**src/rtl/uart_rdy_pkg.sv**
```systemverilog
package uart_rdy_pkg;
  typedef enum logic [1:0] {
    MODE_HOLD  = 2'd0,
    MODE_FIFO  = 2'd1,
    MODE_BLOCK = 2'd2
  } rdy_mode_e;

  function automatic rdy_mode_e decode_mode(input logic fifo_en, input logic blk_mode);
    if (!fifo_en)     return MODE_HOLD;
    else if (blk_mode) return MODE_BLOCK;
    else              return MODE_FIFO;
  endfunction
endpackage

```
**src/rtl/uart_rdy_mode.sv**
```systemverilog
module uart_rdy_mode
  import uart_rdy_pkg::*;
(
  input  logic      clk,
  input  logic      rst_n,
  input  logic      fifo_en,
  input  logic      blk_mode,
  output rdy_mode_e mode,
  output logic      mode_chg
);
  rdy_mode_e mode_q;

  assign mode     = decode_mode(fifo_en, blk_mode);
  assign mode_chg = (mode != mode_q);

  always_ff @(posedge clk or negedge rst_n) begin
    if (!rst_n) mode_q <= MODE_HOLD;
    else        mode_q <= mode;
  end
endmodule

```
**src/rtl/uart_rdy_tx.sv**
```systemverilog
module uart_rdy_tx
  import uart_rdy_pkg::*;
#(
  parameter int DEPTH = 128,
  localparam int LVL_W = $clog2(DEPTH + 1)
) (
  input  logic             clk,
  input  logic             rst_n,
  input  rdy_mode_e        mode,
  input  logic             mode_chg,
  input  logic             hold_full,
  input  logic [LVL_W-1:0] level,
  output logic             rdy_n
);
  localparam logic [LVL_W-1:0] FULL_LVL = LVL_W'(DEPTH);
  logic nxt;

  always_comb begin
    unique case (mode)
      MODE_HOLD:  nxt = hold_full;
      MODE_FIFO:  nxt = (level != '0);
      MODE_BLOCK: nxt = (level >= FULL_LVL);
      default:    nxt = 1'b1;
    endcase
    if (mode_chg) nxt = 1'b1;
  end

  always_ff @(posedge clk or negedge rst_n) begin
    if (!rst_n) rdy_n <= 1'b1;
    else        rdy_n <= nxt;
  end
endmodule

```
**src/rtl/uart_rdy_rx.sv**
```systemverilog
module uart_rdy_rx
  import uart_rdy_pkg::*;
#(
  parameter int DEPTH = 128,
  localparam int LVL_W = $clog2(DEPTH + 1)
) (
  input  logic             clk,
  input  logic             rst_n,
  input  rdy_mode_e        mode,
  input  logic             mode_chg,
  input  logic             hold_full,
  input  logic [LVL_W-1:0] level,
  input  logic [LVL_W-1:0] trig,
  input  logic             tmo,
  output logic             rdy_n
);
  logic empty, fire, blk_nxt, nxt;

  assign empty = (level == '0);
  assign fire  = (level >= trig) || tmo;

  // block mode: draining wins over a trigger or timeout event
  always_comb begin
    if (empty)     blk_nxt = 1'b1;
    else if (fire) blk_nxt = 1'b0;
    else           blk_nxt = rdy_n;
  end

  always_comb begin
    unique case (mode)
      MODE_HOLD:  nxt = ~hold_full;
      MODE_FIFO:  nxt = empty;
      MODE_BLOCK: nxt = blk_nxt;
      default:    nxt = 1'b1;
    endcase
    if (mode_chg) nxt = 1'b1;
  end

  always_ff @(posedge clk or negedge rst_n) begin
    if (!rst_n) rdy_n <= 1'b1;
    else        rdy_n <= nxt;
  end
endmodule

```
**src/rtl/uart_rdy_pins.sv**
```systemverilog
module uart_rdy_pins
  import uart_rdy_pkg::*;
#(
  parameter int DEPTH = 128,
  localparam int LVL_W = $clog2(DEPTH + 1)
) (
  input  logic             clk,
  input  logic             rst_n,
  input  logic             fifo_en,
  input  logic             blk_mode,
  input  logic             tx_hold_full,
  input  logic             rx_hold_full,
  input  logic [LVL_W-1:0] tx_level,
  input  logic [LVL_W-1:0] rx_level,
  input  logic [LVL_W-1:0] rx_trig,
  input  logic             rx_tmo,
  output logic             txrdy_n,
  output logic             rxrdy_n
);
  rdy_mode_e mode;
  logic      mode_chg;

  uart_rdy_mode u_mode (
    .clk      (clk),
    .rst_n    (rst_n),
    .fifo_en  (fifo_en),
    .blk_mode (blk_mode),
    .mode     (mode),
    .mode_chg (mode_chg)
  );

  uart_rdy_tx #(.DEPTH(DEPTH)) u_tx (
    .clk       (clk),
    .rst_n     (rst_n),
    .mode      (mode),
    .mode_chg  (mode_chg),
    .hold_full (tx_hold_full),
    .level     (tx_level),
    .rdy_n     (txrdy_n)
  );

  uart_rdy_rx #(.DEPTH(DEPTH)) u_rx (
    .clk       (clk),
    .rst_n     (rst_n),
    .mode      (mode),
    .mode_chg  (mode_chg),
    .hold_full (rx_hold_full),
    .level     (rx_level),
    .trig      (rx_trig),
    .tmo       (rx_tmo),
    .rdy_n     (rxrdy_n)
  );
endmodule

```
**config.mk**
```make
export PLATFORM = sky130hd
export DESIGN_NAME = uart_rdy_pins
export DESIGN_NICKNAME = d
export VERILOG_FILES = /design/src/rtl/uart_rdy_pkg.sv /design/src/rtl/uart_rdy_mode.sv /design/src/rtl/uart_rdy_tx.sv /design/src/rtl/uart_rdy_rx.sv /design/src/rtl/uart_rdy_pins.sv
export SDC_FILE = /design/constraint.sdc
export NUM_CORES = 1
export LEC_CHECK = 0
export BUFFER_PORTS_ARGS = -buffer_cell sky130_fd_sc_hd__buf_2
export CORE_AREA = 8 8 45 47
export DETAILED_ROUTE_END_ITERATION = 8
export DIE_AREA = 0 0 53 55
export GPL_TIMING_DRIVEN = 0
export HOLD_SLACK_MARGIN = 0.08
export MAX_ROUTING_LAYER = met4
export PLACE_DENSITY = 0.69
export RECOVER_POWER = 25
export SLEW_MARGIN = 20
export SYNTH_ARGS = -nofsm -noshare
export SYNTH_HDL_FRONTEND = slang
export SYNTH_SLANG_ARGS = --single-unit
```
**constraint.sdc**
```tcl
create_clock -name clk -period 1.53 [get_ports clk]
set_input_delay 0 -clock clk [delete_from_list [all_inputs] [get_ports clk]]
set_output_delay 0 -clock clk [all_outputs]
set_load 0.02 [all_outputs]
```
==> summary.txt, run 1 <==
Run status
  • Run status: finished, final reports clean

Logic synthesis
  • Yosys warns: 0
  • Post-Syn Area per Cell: 8.71 sq um
  • Main synth FF type: dfstp_2
  • Netlist cell types: 26
  • Syn Inst Count: 49
  • Post-synth EDFFs: 0
  • Synth area leaders: ha_1 (23%), dfstp_2 (12%), dfrtp_1 (12%)
  • Yosys top cell area share: 0.235
  • Syn nets: 88
  • Register bit total from synthesis: 4
  • Fraction of registers with async set/reset: 1.00
  • Synth area leader: ha_1
  • Seq/Total Area, Yosys: 0.240
  • Mapped Area: 427 sq um

Layout
  • Cell area after layout: 674 sq um
  • FILL cells: 142
  • Final core occ: 0.487
  • P&R area growth vs syn: 58.1%
  • Fraction of layout cells with a size suffix above 1: 0.427
  • Final net count: 129
  • Non-filler cells, final: 105
  • Antenna Cells: 0

Detailed routing
  • Routed wire length: 1.21 mm
  • Routed wl met2: 573 um
  • DR vias/cell: 4.82
  • Routed Antenna Nets: 0
  • Router iterations before antenna repair: 3
  • WL per Instance: 11.6 um
  • DR WL met3: 115 um
  • Post-Route M1 WL: 517 um
  • DR top layer: met4
  • Total number of vias: 506
  • 1st-iter DRT viols: 5
  • Drc violations: 0

STA
  • Final setup vio count: 0
  • Worst Tran Pin Value: 504 ps
  • Slew Limit Headroom: 0.661
  • Max Freq: 0.682 GHz
  • Setup_tns: 0 ps
  • Final Skew: 5.78 ps
  • Final hold slack: 113 ps
  • Final worst-path cycle share: 0.958
  • RSZ-0062 raised after global routing: no
  • Final hold viol count: 0
  • Max-slew violations: 0
  • Final min period: 1470 ps

Pwr
  • Combinational Power Share: 0.323
  • Power per cell area: 570 nW/um^2
  • Switching Share: 0.267
  • Max rail drop VDD: 0.000194 V
  • Sw Pwr: 102 uW
  • Static leakage: 0.000358 uW
  • Seq pwr share: 0.310
  • Clock network fraction of design power: 0.367
  • Int Pwr: 282 uW

Floorplan
  • Chip height: 55 um
  • Rows: 14
  • Die area: 2920 sq um
  • Starting Density: 0.308
  • CORE AREA: 1380 sq um
  • Number of I/O pins: 33
  • Die Wd: 53 um

Clock tree
  • CTS sink count: 4
  • Post-CTS setup buffer count: 0
  • Worst-Skew Late Latency: 230 ps
  • Root buf cell: clkbuf_4
  • Num CTS Buffers: 3
  • TritonCTS clock tree: built
  • CTS H-tree lvls: 1
  • Max Buffers Root-to-Sink: 2
  • Reg clk slew, reported paths: 40 ps

Placement
  • GPL Wtd Cong: 0.726
  • Cells after DPL: 97
  • Placed cell areas: 607 sq um
  • Port Buffers: 32
  • DPL Wire Length: 1.10 mm

Worst setup path
  • CP Class: input pin to register
  • Worst R2R Path Depth: 5
  • Reg2reg end: u_rx.rdy_n
  • Flop-to-flop setup slack: 230 ps
  • Worst endpoint required time: 1680 ps
  • CP endpoint kind: register
  • CP Launch Type: input pin
  • WP data arrival: 1620 ps
  • R2R Path Start: u_mode.mode_q[1]
  • Worst-path fanout max: 8

GRT
  • Total grt overflow: 0
  • Antenna violations before repair: 0
  • Largest net degree at the start of global routing: 9
  • First-pass GRT wire length: 2.08 mm
  • Vias in the first global route: 582
  • Total track usage: 0.0964

Hold path
  • WHS Endpoint: u_tx.rdy_n
  • Worst hold path class: input pin to register
  • WHS Path Cells: 3
  • Hold Path Origin: tx_level[7]

Job
  • Max Cap Viol: 0
==> Yosys cell counts, types with 2 or more instances <==
cell	count
nand2_1	2
ha_1	8
dfstp_2	2
dfrtp_1	2
inv_1	9
nand2b_1	2
nor4_1	3
o211ai_1	2
nor3_1	2
==> cell families after synthesis <==
family	count (synthesis)	share of synthesized area
muxes	1	0.0264
AOI/OAI and AO/OA	12	0.217
DFF	4	0.240
and+or+nand+nor	15	0.202
buffers and inverters	9	0.0792
adders and majority gates	8	0.235
==> metrics by stage <==
| stage | power (uW) | worst slack [ps] |
|---|---|---|
| after global placement | 233 | -36.4 |
| after global routing | 415 | 3.90 |
| after CTS | 393 | 70.8 |
| after detailed placement | 237 | -51.3 |
| after floorplan | 176 | 144 |
| final | 384 | 64.5 |
==> timing repair <==
item / in CTS / in global routing
resized for setup: 0 / 1
hold buffers: 4 / 0
hold endpoints to repair: 7 / 0
setup endpoints to repair: 0 / 1
==> worst max-delay path by stage <==
stage / slack (ps) / from / endpoint / depth (start not counted)
2_1_floorplan: 140 / rx_level[0] / u_rx.rdy_n / 7
3_3_place_gp: -40 / rx_level[0] / u_rx.rdy_n / 8
3_5_place_dp: -50 / rx_level[0] / u_rx.rdy_n / 8
4_1_cts: 70 / fifo_en / u_rx.rdy_n / 6
5_1_grt: 4 / fifo_en / u_rx.rdy_n / 6
6_report: 60 / fifo_en / u_rx.rdy_n / 6
==> power by group through the flow <==
stage	combinational, uW	sequential [uW]	clock [uW]
floorplan	50.7	126	0
detailed placement	117	120	0
global placement	113	120	0
global route	142	120	152
CTS	126	119	148
finish	124	119	141
==> critical path, cell delays in order <==
cell and delay [ps]:
dlygate4sd3_1 520, clkbuf_4 170, nand2_2 60, a2111o_1 300, a211oi_2 220, mux2_1 340
==> state kept, by name (all words and copies together), names as in the netlist <==
name,count
u_tx.rdy_n,1
u_mode.mode_q,2
u_rx.rdy_n,1
==> layout make-up <==
class | instances | area (sq um) | area share
sequential | 4 | 103 | 0.152
clock buffer | 4 | 26.3 | 0.0390
inverter | 9 | 33.8 | 0.0501
timing repair buffer | 36 | 201 | 0.299
tap | 16 | 20.0 | 0.0297
multi-input combinational | 36 | 290 | 0.430
==> cells in the final DEF (no fill, tap or decap), drive strengths merged, types with 2 or more instances in the layout <==
master,Yosys,layout
nor4,3,3
nand2,3,3
a211oi,2,2
o211ai,2,2
nand2b,2,2
ha,8,8
dlygate4sd3,0,4
nor3,2,2
dfrtp,2,2
inv,9,9
clkbuf,0,6
buf,0,30
dfstp,2,2
==> routing by layer <==
metal,vias up,GRT usage
met1,220,0.0931
met3,2,0.0348
li1,262,-
met4,0,0.0517
met5,-,-
met2,22,0.166
(Power assumes the default switching activity.)
==> run 2, diff against run 1 <==
--- a/config.mk
+++ b/config.mk
@@ -10,7 +10,7 @@
 export DETAILED_ROUTE_END_ITERATION = 8
 export DIE_AREA = 0 0 53 55
 export GPL_TIMING_DRIVEN = 0
-export HOLD_SLACK_MARGIN = 0.08
+export HOLD_SLACK_MARGIN = 0.15
 export MAX_ROUTING_LAYER = met4
 export PLACE_DENSITY = 0.69
 export RECOVER_POWER = 25
==> run 2 against run 1 <==
Core utilization is 2.9 points higher. Routed wire length grew 6.1%. Clock skew about the same. Power up 2.3%. Combinational power grew 7%. Die area is the same. First-iteration DRC count did not move. Register-to-register slack about the same. Largest power group unchanged.
==> summary.txt, run 2 (synthesis results as in run 1) <==
Pwr
  • Power per cell area: 550 nW/um^2 (was 570 nW/um^2)
  • Static leakage: 0.000378 uW (was 0.000358 uW)
  • Max rail drop VDD: 0.000194 V (about the same)

STA
  • Setup WS post-layout: 74.8 ps (was 64.5 ps)
  • Slew Limit Headroom: 0.661 (unchanged)
  • Final Skew: 5.70 ps (was 5.78 ps)
  • Setup_tns: 0 ps (unchanged)
  • Final min period: 1460 ps (was 1470 ps)
  • Worst Tran Pin Value: 504 ps (unchanged)
  • Final setup vio count: 0 (unchanged)
  • RSZ-0062 raised after global routing: no (unchanged)
  • Max-slew violations: 0 (unchanged)
  • Max Freq: 0.687 GHz (was 0.682 GHz)
  • Final hold viol count: 0 (unchanged)
  • Final worst-path cycle share: 0.951 (was 0.958)

Placement
  • Placed cell areas: 607 sq um (unchanged)
  • Setup WS pre-CTS: -51.3 ps (unchanged)
  • Port Buffers: 32 (unchanged)
  • GPL Wtd Cong: 0.726 (unchanged)
  • DPL Wire Length: 1.10 mm (unchanged)

Floorplan
  • Chip height: 55 um (unchanged)
  • Die area: 2920 sq um (unchanged)
  • Starting Density: 0.308 (unchanged)
  • Die Wd: 53 um (unchanged)
  • Rows: 14 (unchanged)
  • Number of I/O pins: 33 (unchanged)
  • CORE AREA: 1380 sq um (unchanged)

GRT
  • First-pass GRT wire length: 2.26 mm (was 2.08 mm)
  • Largest net degree at the start of global routing: 9 (unchanged)
  • Vias in the first global route: 618 (was 582)
  • Total track usage: 0.105 (was 0.0964)
  • Antenna violations before repair: 0 (unchanged)
  • Total grt overflow: 0 (unchanged)

Layout
  • Multi-input logic area: 290 sq um (unchanged)
  • Most flops, register: u_mode.mode_q (unchanged)
  • Commonest non-fill, non-tap cell in the layout: buf_2 (unchanged)
  • Max FFs per register: 2 (unchanged)
  • Register Area: 103 sq um (unchanged)
  • FILL cells: 140 (was 142)
  • Most frequent cells in the layout: buf_2 (30), inv_1 (9), ha_1 (8), dlygate4sd3_1 (8) (was buf_2 (30), inv_1 (9), ha_1 (8))
  • Antenna Cells: 0 (unchanged)
  • Final net count: 133 (was 129)
  • Largest regs: u_mode.mode_q: 2 flops, u_rx.rdy_n: 1 flops, u_tx.rdy_n: 1 flops (unchanged)
  • Fraction of layout cells with a size suffix above 1: 0.409 (was 0.427)
  • P&R area growth vs syn: 67.4% (was 58.1%)
  • Cell area after layout: 714 sq um (was 674 sq um)

Hold path
  • Worst hold path class: input pin to register (unchanged)

Detailed routing
  • Routed Antenna Nets: 0 (unchanged)
  • WL per Instance: 11.8 um (was 11.6 um)
  • 1st-iter DRT viols: 5 (unchanged)
  • Drc violations: 0 (unchanged)
  • Routed wire length: 1.29 mm (was 1.21 mm)
  • DR vias/cell: 4.91 (was 4.82)
  • Total number of vias: 535 (was 506)
  • Router iterations before antenna repair: 3 (unchanged)

Worst setup path
  • CP Launch Type: input pin (unchanged)
  • Worst endpoint required time: 1680 ps (about the same)
  • CP endpoint kind: register (unchanged)
  • Worst-path fanout max: 8 (unchanged)
  • WP data arrival: 1610 ps (was 1620 ps)
  • CP Class: input pin to register (unchanged)

Clock tree
  • Max Buffers Root-to-Sink: 2 (unchanged)
  • Num CTS Buffers: 3 (unchanged)
  • TritonCTS clock tree: built (unchanged)
  • Post-CTS setup buffer count: 0 (unchanged)
  • CTS sink count: 4 (unchanged)
  • Reg clk slew, reported paths: 40 ps (about the same)
  • Root buf cell: clkbuf_4 (unchanged)
  • CTS H-tree lvls: 1 (unchanged)
  • Worst-Skew Late Latency: 230 ps (about the same)

Job
  • Max Cap Viol: 0 (unchanged)

Run status
  • Run status: finished, final reports clean (unchanged)
==> run 2: changes by cell type in the layout (fill, tap and decap cells not counted), sizes merged <==
cell / before / now
buf: 30 / 31
clkbuf: 6 / 5
dlygate4sd3: 4 / 8
==> run 2: report_power, final <==
group / internal [uW] / switching (uW) / total, uW
logic: 74.7 / 57.9 / 133
registers: 116 / 3.15 / 119
clock network: 97.9 / 43.3 / 141
total: 289 / 104 / 393
==> run 2: metal layers <==
metal	GRT usage	up-vias	part of all wire
met5	-	-	0
met4	0.0517	0	0.0047
met3	0.0321	2	0.089
met2	0.186	22	0.48
met1	0.102	239	0.43
li1	-	272	-
==> run 2: path summary, 6_finish.rpt <==
path,start,to,slack [ps],depth (start not counted)
worst max-delay path,fifo_en,u_rx.rdy_n,70,6
worst min-delay path,rx_hold_full,u_rx.rdy_n,160,3
worst max register to register,u_mode.mode_q[1],u_rx.rdy_n,240,5
worst min register to register,u_mode.mode_q[1],u_tx.rdy_n,740,3
max in group asynchronous,rst_n,u_mode.mode_q[0],660,3
min in group asynchronous,rst_n,u_rx.rdy_n,330,2
==> run 2: timing repair <==
action,in CTS,in global routing
hold buffers,8,0
endpoints found under the setup margin,0,1
resized for setup,0,2
hold endpoints to repair,7,0
==> run 2: stage by stage <==
stage	util	std cells	hold slack [ps]	power, uW
final	0.516	109	159	393
after global placement	0.439	97	-194	233
after global routing	0.516	109	183	424
after floorplan	-	49	-296	176
after CTS	0.515	109	162	401
after detailed placement	0.439	97	-189	237
==> run 2: critical path, cell delays in order <==
cell and delay, ps:
dlygate4sd3_1 540, buf_4 150, nand2_2 50, a2111o_1 300
a211oi_2 220, mux2_1 340
==> run 2: layout make-up <==
cell class | count | area share
tap | 16 | 0.0280
sequential | 4 | 0.144
timing repair buffer | 40 | 0.338
inverter | 9 | 0.0473
multi-input combinational | 36 | 0.406
clock buffer | 4 | 0.0368
==> run 3, diff against run 2 <==
--- a/config.mk
+++ b/config.mk
@@ -5,6 +5,7 @@
 export SDC_FILE = /design/constraint.sdc
 export NUM_CORES = 1
 export LEC_CHECK = 0
+export ABC_AREA = 1
 export BUFFER_PORTS_ARGS = -buffer_cell sky130_fd_sc_hd__buf_2
 export CORE_AREA = 8 8 45 47
 export DETAILED_ROUTE_END_ITERATION = 8
@@ -12,7 +13,7 @@
 export GPL_TIMING_DRIVEN = 0
 export HOLD_SLACK_MARGIN = 0.15
 export MAX_ROUTING_LAYER = met4
-export PLACE_DENSITY = 0.69
+export PLACE_DENSITY = 0.72
 export RECOVER_POWER = 25
 export SLEW_MARGIN = 20
 export SYNTH_ARGS = -nofsm -noshare
==> run 3 against run 2 <==
Global-route usage rose by 1.3 points. Sequential share of layout area is 1.4 points lower. Synthesized cell count up 39%.
==> summary.txt, run 3 <==
Run status
  • Run status: finished, final reports clean (unchanged)

Floorplan
  • Chip height: 55 um (unchanged)
  • Die Wd: 53 um (unchanged)
  • Die area: 2920 sq um (unchanged)
  • CORE AREA: 1380 sq um (unchanged)
  • Rows: 14 (unchanged)
  • Number of I/O pins: 33 (unchanged)
  • Starting Density: 0.334 (was 0.308)

STA
  • Final worst-path cycle share: 0.963 (was 0.951)
  • Max Freq: 0.679 GHz (was 0.687 GHz)
  • Final hold viol count: 0 (unchanged)
  • Setup WS post-layout: 56.5 ps (was 74.8 ps)
  • Final Skew: 3.11 ps (was 5.70 ps)
  • Final hold slack: 165 ps (was 159 ps)
  • Final setup vio count: 0 (unchanged)
  • Setup_tns: 0 ps (unchanged)
  • Worst Tran Pin Value: 228 ps (was 504 ps)
  • Final min period: 1470 ps (was 1460 ps)
  • RSZ-0062 raised after global routing: no (unchanged)
  • Slew Limit Headroom: 0.847 (was 0.661)
  • Max-slew violations: 0 (unchanged)

Detailed routing
  • Routed Antenna Nets: 0 (unchanged)
  • Router iterations before antenna repair: 4 (was 3)
  • WL per Instance: 11.5 um (was 11.8 um)
  • DR vias/cell: 4.60 (was 4.91)
  • 1st-iter DRT viols: 5 (unchanged)
  • Drc violations: 0 (unchanged)
  • Routed wire length: 1.51 mm (was 1.29 mm)
  • Total number of vias: 602 (was 535)

GRT
  • Antenna violations before repair: 0 (unchanged)
  • Largest net degree at the start of global routing: 5 (was 9)
  • Total grt overflow: 0 (unchanged)
  • Total track usage: 0.118 (was 0.105)
  • First-pass GRT wire length: 2.59 mm (was 2.26 mm)
  • Vias in the first global route: 651 (was 618)

Pwr
  • Switching Share: 0.295 (was 0.266)
  • Combinational Power Share: 0.395 (was 0.338)
  • Max rail drop VDD: 0.000221 V (was 0.000194 V)
  • Int Pwr: 292 uW (was 289 uW)
  • Seq pwr share: 0.296 (was 0.303)
  • Sw Pwr: 122 uW (was 104 uW)
  • Static leakage: 0.000470 uW (was 0.000378 uW)
  • Clock network fraction of design power: 0.309 (was 0.359)
  • Power per cell area: 524 nW/um^2 (was 550 nW/um^2)
  • Total power after layout: 414 uW (was 393 uW)

Worst setup path
  • CP Launch Type: register (was input pin)
  • Flop-to-flop setup slack: 60 ps (was 240 ps)
  • Crit-path cells: xor2_1, nand2_1, a21oi_1, dlygate4sd3_1, nand2_1 (was dlygate4sd3_1, buf_4, nand2_2, a2111o_1, a211oi_2, mux2_1)
  • Reg2reg end: u_tx.rdy_n (was u_rx.rdy_n)
  • Worst endpoint required time: 1690 ps (was 1680 ps)
  • R2R Path Start: u_mode.mode_q[0] (was u_mode.mode_q[1])
  • Worst R2R Path Depth: 5 (unchanged)
  • CP Buf/Inv Count: 1 (was 2)
  • Top delay family on crit path: buffers and inverters (unchanged)
  • Worst-path fanout max: 3 (was 8)
  • CP Class: register to register (was input pin to register)
  • CP dominant cell by count: nand2_1
  • Critical path's largest stage delay: 570 ps (was 540 ps)
  • WP data arrival: 1630 ps (was 1610 ps)
  • Max stage delay cell, worst path: dlygate4sd3_1 (unchanged)
  • CP endpoint kind: register (unchanged)

Layout
  • Most flops, register: u_mode.mode_q (unchanged)
  • Final net count: 156 (was 133)
  • Final core occ: 0.571 (was 0.516)
  • FILL cells: 135 (was 140)
  • Largest regs: u_mode.mode_q: 2 flops, u_rx.rdy_n: 1 flops, u_tx.rdy_n: 1 flops (unchanged)
  • P&R area growth vs syn: 71.0% (was 67.4%)
  • Fraction of layout cells with a size suffix above 1: 0.357 (was 0.409)
  • Max FFs per register: 2 (unchanged)
  • Antenna Cells: 0 (unchanged)
  • Most frequent cells in the layout: buf_2 (31), nand2_1 (19), inv_1 (15) (was buf_2 (30), inv_1 (9), ha_1 (8), dlygate4sd3_1 (8))
  • Commonest non-fill, non-tap cell in the layout: buf_2 (unchanged)

Logic synthesis
  • Yosys top cell area share: 0.217 (was 0.235)
  • Count leader, synth: nand2_1 (was inv_1)
  • Synth area leader: ha_1 (unchanged)
  • Yosys warns: 0 (unchanged)
  • Post-synth EDFFs: 0 (unchanged)
  • Syn Inst Count: 68 (was 49)
  • Netlist cell types: 18 (was 26)
  • Fraction of registers with async set/reset: 1.00 (unchanged)
  • Main synth FF type: dfstp_2 (unchanged)
  • Syn nets: 107 (was 88)
  • Register bit total from synthesis: 4 (unchanged)
  • Synth area leaders: ha_1 (22%), nand2_1 (15%), inv_1 (12%) (was ha_1 (23%), dfstp_2 (12%), dfrtp_1 (12%))
  • Post-synth top cells: nand2_1 (19), inv_1 (15), ha_1 (8) (was inv_1 (9), ha_1 (8), nor4_1 (3))
  • Post-Syn Area per Cell: 6.79 sq um (was 8.71 sq um)
  • Mapped Area: 462 sq um (was 427 sq um)
  • Seq/Total Area, Yosys: 0.222 (was 0.240)

Hold path
  • WHS Path Cells: 4 (was 3)
  • WHS Endpoint: u_tx.rdy_n (was u_rx.rdy_n)
  • Worst hold path class: input pin to register (unchanged)
  • Hold Path Origin: tx_level[2] (was rx_hold_full)

Clock tree
  • CTS sink count: 4 (unchanged)
  • Worst-Skew Late Latency: 230 ps (about the same)
  • Max Buffers Root-to-Sink: 2 (unchanged)
  • Num CTS Buffers: 3 (unchanged)
  • Root buf cell: clkbuf_4 (unchanged)
  • CTS H-tree lvls: 1 (unchanged)
  • Reg clk slew, reported paths: 40 ps (about the same)
  • TritonCTS clock tree: built (unchanged)

Placement
  • DPL Wire Length: 1.07 mm (was 1.10 mm)
  • Port Buffers: 32 (unchanged)
  • Setup WS pre-CTS: 499 ps (was -51.3 ps)
  • GPL Wtd Cong: 0.810 (was 0.726)

Job
  • Max Cap Viol: 0 (unchanged)
-- run 3: cell families (layout without fill, tap and decap cells) --
| group | count (synthesis) | in the layout | synth area share |
|---|---|---|---|
| AOI/OAI and AO/OA | 6 | 6 | 0.0759 |
| xor gates and xnor gates | 2 | 2 | 0.0379 |
| and+or+nand+nor | 31 | 31 | 0.309 |
| DFF | 4 | 4 | 0.222 |
| adders and majority gates | 8 | 8 | 0.217 |
| buffers and inverters | 17 | 64 | 0.138 |
-- run 3: how the worst max path moves through the flow --
stage / from / endpoint / slack, ps / cells after the start
global placement: rx_level[0] / u_rx.rdy_n / 510 / 14
floorplan: u_mode.mode_q[1] / u_rx.rdy_n / 640 / 4
detailed placement: rx_level[0] / u_rx.rdy_n / 500 / 14
CTS: tx_level[1] / u_tx.rdy_n / 60 / 6
finish: u_mode.mode_q[0] / u_tx.rdy_n / 60 / 5
global route: tx_level[5] / u_tx.rdy_n / 4 / 6
-- run 3: tightest hold or removal path, stage by stage --
cell,delay [ps]
buf_2,100
nor4_2,40
a21o_1,160
nand2_1,60
-- run 3: per-stage QoR --
| stage | instance area (sq um) | instances |
|---|---|---|
| global route | 790 | 131 |
| CTS | 795 | 132 |
| detailed placement | 642 | 116 |
| floorplan | 462 | 68 |
| global placement | 642 | 116 |
| finish | 790 | 131 |
-- run 3: metal layers --
metal	vias to the layer above	share of wire	track usage
met4	0	0	0.0517
met1	269	0.41	0.123
met2	30	0.49	0.195
met3	0	0.10	0.0455
met5	-	0	-
li1	303	-	-
-- run 3: repair_timing --
item / in CTS / in global routing
gates resized for setup: 0 / 1
hold buffers: 13 / 0
buffers inserted: 0 / 0
endpoints found under the setup margin: 0 / 1
endpoints found under the hold margin: 8 / 0
-- run 3: layout make-up --
| type | count | area (sq um) | area share |
|---|---|---|---|
| clock buffer | 3 | 22.5 | 0.0285 |
| tap | 16 | 20.0 | 0.0254 |
| timing repair buffer | 44 | 279 | 0.353 |
| sequential | 4 | 103 | 0.130 |
| inverter | 17 | 63.8 | 0.0808 |
| multi-input combinational | 47 | 302 | 0.382 |
-- run 3: power by group through the flow --
stage | sequential [uW] | clock, uW | combinational (uW)
6_report | 122 | 128 | 164
5_1_grt | 123 | 139 | 186
4_1_cts | 122 | 135 | 162
3_5_place_dp | 123 | 0 | 135
3_3_place_gp | 123 | 0 | 131
2_1_floorplan | 131 | 0 | 65.7
